<file path="config.mk">
export PLATFORM = sky130hd
export DESIGN_NAME = rxi_ctrl
export DESIGN_NICKNAME = d
export VERILOG_FILES = /design/src/rtl/rxi_pkg.sv /design/src/rtl/rxi_err_latch.sv /design/src/rtl/rxi_irq_ctrl.sv /design/src/rtl/rxi_ctrl.sv
export SDC_FILE = /design/constraint.sdc
export NUM_CORES = 1
export LEC_CHECK = 0
export ABC_AREA = 1
export BUFFER_PORTS_ARGS = -buffer_cell sky130_fd_sc_hd__buf_2
export CORE_AREA = 3 3 40 42
export CTS_CLUSTER_DIAMETER = 40
export CTS_CLUSTER_SIZE = 14
export DETAILED_ROUTE_END_ITERATION = 10
export DIE_AREA = 0 0 43 45
export PLACE_DENSITY = 0.6
export SETUP_SLACK_MARGIN = 0.5
export SYNTH_ARGS = -nofsm -noshare
export SYNTH_HDL_FRONTEND = slang
export SYNTH_HIERARCHICAL = 1
export SYNTH_SLANG_ARGS = --single-unit
</file>
<file path="constraint.sdc">
create_clock -name clk -period 1.5 [get_ports clk]
set_clock_uncertainty 0.15 [all_clocks]
set_input_delay 0.225 -clock clk [delete_from_list [all_inputs] [get_ports clk]]
set_output_delay 0.225 -clock clk [all_outputs]
set_load 0.02 [all_outputs]
</file>
<file path="src/rtl/rxi_pkg.sv">
package rxi_pkg;
    typedef enum logic [1:0] {
        RXI_POLL  = 2'd0,
        RXI_FIRST = 2'd1,
        RXI_EVERY = 2'd2,
        RXI_RSVD  = 2'd3
    } rxi_mode_e;

    typedef struct packed {
        logic eof;
        logic ovr;
        logic par;
    } rxi_err_t;

    localparam int MODE_W = 2;
    localparam int STAT_W = 4;

    function automatic logic rxi_special(rxi_err_t e, logic par_counts);
        return e.ovr | e.eof | (e.par & par_counts);
    endfunction
endpackage

</file>
<file path="src/rtl/rxi_err_latch.sv">
module rxi_err_latch
    import rxi_pkg::*;
(
    input  logic     clk,
    input  logic     rst,
    input  logic     head_new,
    input  rxi_err_t head_err,
    input  logic     cpu_rd,
    input  logic     err_clr,
    output logic     ready,
    output rxi_err_t err_nx,
    output rxi_err_t err_q
);
    logic ready_q;

    // next view: held errors (unless cleared) merged with the arriving character
    always_comb begin
        err_nx.par = (err_clr ? 1'b0 : err_q.par) | (head_new & head_err.par);
        err_nx.ovr = (err_clr ? 1'b0 : err_q.ovr) | (head_new & head_err.ovr);
        err_nx.eof = head_new ? head_err.eof : err_q.eof;
    end

    always_ff @(posedge clk) begin
        if (rst) begin
            err_q   <= '0;
            ready_q <= 1'b0;
        end else begin
            err_q <= err_nx;
            if (head_new)    ready_q <= 1'b1;
            else if (cpu_rd) ready_q <= 1'b0;
        end
    end

    assign ready = ready_q;

    AST_READY_SET: assert property (@(posedge clk) disable iff (rst)
        head_new |=> ready_q);
    AST_PAR_HELD: assert property (@(posedge clk) disable iff (rst)
        (err_q.par && !err_clr) |=> err_q.par);
    AST_OVR_HELD: assert property (@(posedge clk) disable iff (rst)
        (err_q.ovr && !err_clr) |=> err_q.ovr);
endmodule

</file>
<file path="src/rtl/rxi_irq_ctrl.sv">
module rxi_irq_ctrl
    import rxi_pkg::*;
(
    input  logic      clk,
    input  logic      rst,
    input  logic      head_new,
    input  rxi_mode_e mode,
    input  logic      par_irq_en,
    input  logic      vec_en,
    input  logic      cmd_arm,
    input  rxi_err_t  err_nx,
    input  logic      eof_now,
    input  logic      cpu_rd,
    input  logic      irq_ack,
    input  logic      err_clr,
    output logic      irq,
    output logic      vec_special
);
    logic      armed_q, armed_eff, entering;
    logic      special, raise, drop;
    logic      irq_q, vec_q;
    rxi_mode_e mode_q;

    assign entering  = (mode == RXI_FIRST) && (mode_q != RXI_FIRST);
    assign armed_eff = armed_q | cmd_arm | entering;
    assign special   = head_new & rxi_special(err_nx, (mode == RXI_EVERY) & par_irq_en);
    assign drop      = cpu_rd | irq_ack;

    always_comb begin
        unique case (mode)
            RXI_EVERY: raise = head_new;
            RXI_FIRST: raise = head_new & (armed_eff | special);
            default:   raise = 1'b0;
        endcase
    end

    always_ff @(posedge clk) begin
        if (rst) begin
            armed_q <= 1'b1;
            mode_q  <= RXI_POLL;
            irq_q   <= 1'b0;
            vec_q   <= 1'b0;
        end else begin
            mode_q  <= mode;
            armed_q <= (head_new && mode == RXI_FIRST) ? 1'b0 : armed_eff;
            if (raise) begin
                irq_q <= 1'b1;
                vec_q <= vec_en & special;
            end else if (drop) begin
                irq_q <= 1'b0;
                vec_q <= 1'b0;
            end else if (err_clr) begin
                vec_q <= vec_q & err_nx.eof;
            end
        end
    end

    assign irq         = irq_q;
    assign vec_special = vec_q & ~(err_clr & ~eof_now);

    AST_POLL_QUIET: assert property (@(posedge clk) disable iff (rst)
        ((mode == RXI_POLL || mode == RXI_RSVD) && !irq_q) |=> !irq_q);
    AST_EVERY_RAISE: assert property (@(posedge clk) disable iff (rst)
        (head_new && mode == RXI_EVERY) |=> irq_q);
    AST_IRQ_HOLD: assert property (@(posedge clk) disable iff (rst)
        (irq_q && !cpu_rd && !irq_ack) |=> irq_q);
    AST_VEC_NEEDS_IRQ: assert property (@(posedge clk) disable iff (rst)
        vec_q |-> irq_q);
endmodule

</file>
<file path="src/rtl/rxi_ctrl.sv">
module rxi_ctrl
    import rxi_pkg::*;
(
    input  logic              clk,
    input  logic              rst,
    input  logic              head_new,
    input  logic              head_par,
    input  logic              head_ovr,
    input  logic              head_eof,
    input  logic              cpu_rd,
    input  logic              irq_ack,
    input  logic [MODE_W-1:0] irq_mode,
    input  logic              par_irq_en,
    input  logic              vec_en,
    input  logic              cmd_arm,
    input  logic              cmd_err_clr,
    output logic              irq,
    output logic              vec_special,
    output logic [STAT_W-1:0] status
);
    rxi_err_t head_err, err_nx, err_q;
    logic     ready;

    assign head_err = '{eof: head_eof, ovr: head_ovr, par: head_par};

    rxi_err_latch u_err (
        .clk      (clk),
        .rst      (rst),
        .head_new (head_new),
        .head_err (head_err),
        .cpu_rd   (cpu_rd),
        .err_clr  (cmd_err_clr),
        .ready    (ready),
        .err_nx   (err_nx),
        .err_q    (err_q)
    );

    rxi_irq_ctrl u_irq (
        .clk         (clk),
        .rst         (rst),
        .head_new    (head_new),
        .mode        (rxi_mode_e'(irq_mode)),
        .par_irq_en  (par_irq_en),
        .vec_en      (vec_en),
        .cmd_arm     (cmd_arm),
        .err_nx      (err_nx),
        .eof_now     (err_q.eof),
        .cpu_rd      (cpu_rd),
        .irq_ack     (irq_ack),
        .err_clr     (cmd_err_clr),
        .irq         (irq),
        .vec_special (vec_special)
    );

    assign status = {err_q.eof, err_q.ovr, err_q.par, ready};

    AST_RESET_CLEAN: assert property (@(posedge clk)
        rst |=> (status == '0 && !irq));
    AST_EOF_FOLLOWS: assert property (@(posedge clk) disable iff (rst)
        head_new |=> (status[3] == $past(head_eof)));
endmodule

</file>
==> impl_metrics.ini <==
[outcome]
status = finished clean

[layout]
final_nets = 103
syn_to_final_growth_pct = 50.44
num-fill-cells = 137
multi_input_area_um2 = 215.2
ff_latch_area_um2 = 188.9
finalInstanceArea_um2 = 638.1
diodes = 0
post_route_cells_drive_above_1_share_pct = 41.86

[pwr]
p_leak_uw = 0.0003576
peakVddDrop_v = 0.0004329
power_density_nw_per_um2 = 870.2

[global_routing]
grt_overflow = 0
use_met2_pct = 13.47
grt_pass1_vias = 406
grt_start_max_net_pins = 9
use_met3_pct = 2.789
antenna_found_initial = 0
grt_use_total_pct = 11.52
grt_pass1_wl_um = 1580
grt_busiest_layer = met1
grt_util_met1_pct = 15.78

[die]
io_pins = 20
die_y_um = 45
dieArea_um2 = 1935
fp.coreArea_um2 = 1285
num_rows = 13
die_w_um = 43
start_util_pct = 33.01

[clock_network]
cts_sinks = 9
cts_made_buffers = 3
insertion_delay_ps = 270
cts_tree = built
clk_path_buf_depth = 2
cts_hold_buf = 0
cts_root_buf = clkbuf_4
path_clk_slew_ps = 70
htreeDepth = 1

[synth]
synth-seq-cells = 9
synth_top_area_cell = dfxtp_1
yosysSeqAreaShare_pct = 42.48
synth_area_per_cell_um2 = 6.953
syn_nets = 77
synthCells = 61
ys_types = 14
syn_area_um2 = 424.2
synth_area_leaders = dfxtp_1, nand2_1, inv_1
yosys.area.top_type_share_pct = 42.48
yosys_warnings = 6

[drt]
wl_um = 979
vias_per_cell = 4.446
wl_per_cell_um = 9.693
post-route-drc-count = 0
via_count = 449
ant_nets = 0
drtIter0Drc = 6
dr.pass1.iters = 4

[sta]
drv_slew = 0
setup_viol = 0
rsz0062_at_grt = true
fin_crit_sh_pct = 87.87
max-slew-margin-rel_pct = 88.51
hold_viol_final = 0
worst_pin_slew_ps = 171.6
fin_crit_ps = 1318
fin_setup_tns_ps = 0
max_clock_freq_ghz = 0.7587

[worst_setup_path]
rr_startpoint = u_err/err_q[2]
reg2regPathDepth = 10
critPathLaunch = u_err/err_q[2]
required_ps = 1120
cp.arrival_ps = 940
ff2ff_setup_slack_ps = 200
end_kind = primary output
endpoint = vec_special
crit_path_max_fanout = 3
start_kind = register
r2r_end = u_irq/vec_q
crit_type = register to primary output

[placement]
gp_congestion = 0.7570
port-buffer-count = 19
post_dp_cell_area_um2 = 539.3
dp_hpwl_um = 682

[hold_path]
hp-class = primary input to register

[job]
cap_violations = 0
[Yosys cell counts]
master,number
dfxtp_1,9
o21a_1,1
o211ai_1,1
nor2_2,1
nand2_2,1
and3_2,1
nor2_1,6
a21oi_1,5
nand3_1,1
ha_1,2
nand2_1,22
inv_1,9
buf_4,1
o21bai_1,1
[flip-flops by register name (all words and copies together), names as in the netlist]
| signal | cells |
|---|---|
| u_irq/irq | 1 |
| u_err/err_q | 3 |
| u_irq/armed_q | 1 |
| u_irq/mode_q | 2 |
| u_err/ready | 1 |
| u_irq/vec_q | 1 |
[report_power, final]
part | internal [uW] | switching (uW) | leakage (uW)
logic | 49.8 | 52.3 | 0.000266
registers | 252 | 7.34 | 0.0000763
clock network | 103 | 91.4 | 0.0000150
total | 404 | 151 | 0.000358
[cell usage in the layout (no fill, tap or decap), drive strengths merged]
master,Yosys,final
a21oi,5,5
nor2,7,7
clkbuf,0,4
buf,1,22
ha,2,2
dfxtp,9,9
nand2,23,23
nand3,1,1
o211ai,1,1
o21a,1,1
and3,1,1
inv,9,9
o21bai,1,1
[metal layers]
layer / share of wire [%] / up-vias
li1: - / 238
met1: 46 / 180
met2: 40 / 27
met3: 11 / 4
met4: 3.1 / 0
met5: 0 / -
[through the flow]
step	setup slack, ps	util (%)	power, uW	hold slack (ps)	instances
6_report	182.0	49.66	555.3	50.30	101
5_1_grt	142.6	49.66	583.7	67.68	101
4_1_cts	208.7	48.49	553.4	45.83	100
3_5_place_dp	93.07	41.97	344.9	299.8	94
3_3_place_gp	114.7	41.97	344.5	300.2	94
2_1_floorplan	264.9	-	311.0	134.4	61
[final cells by class]
cell class                      instances  share of cell area (%)
Multi-Input combinational cell         42                   33.73
Sequential cell                         9                   29.61
Timing Repair Buffer                   22                   24.31
Inverter                                9                   5.294
Clock buffer                            4                   4.118
Tap cell                               15                   2.941
[critical path: stages, from the launching register on]
cell     delay, ps
dfxtp_4        360
o21a_1         190
buf_6          130
[timing repair]
action / CTS / global route
buffers inserted: 2 / 1
endpoints found under the setup margin: 8 / 8
resized for setup: 15 / 2
pin swaps: 3 / 1
[kinds of logic (layout without fill, tap and decap cells)]
| logic type | count (synthesis) | in the layout | share of synthesized area, % |
|---|---|---|---|
| buffers and inverters | 10 | 35 | 9.735 |
| and+or+nand+nor | 32 | 32 | 30.68 |
| DFF | 9 | 9 | 42.48 |
| adders and majority gates | 2 | 2 | 5.899 |
| AOI/OAI and AO/OA | 8 | 8 | 11.21 |
[worst min path at each step]
stage / from / end / slack, ps / depth (start not counted)
after floorplan: rst / u_err/err_q[2] / 130 / 1
after global placement: u_irq/irq / u_irq/irq / 300 / 2
after detailed placement: u_irq/irq / u_irq/irq / 300 / 2
after CTS: irq_mode[1] / u_irq/mode_q[1] / 50 / 3
after global routing: irq_mode[0] / u_irq/mode_q[0] / 70 / 3
final: irq_mode[1] / u_irq/mode_q[1] / 50 / 3
(Power assumes the default switching activity.)
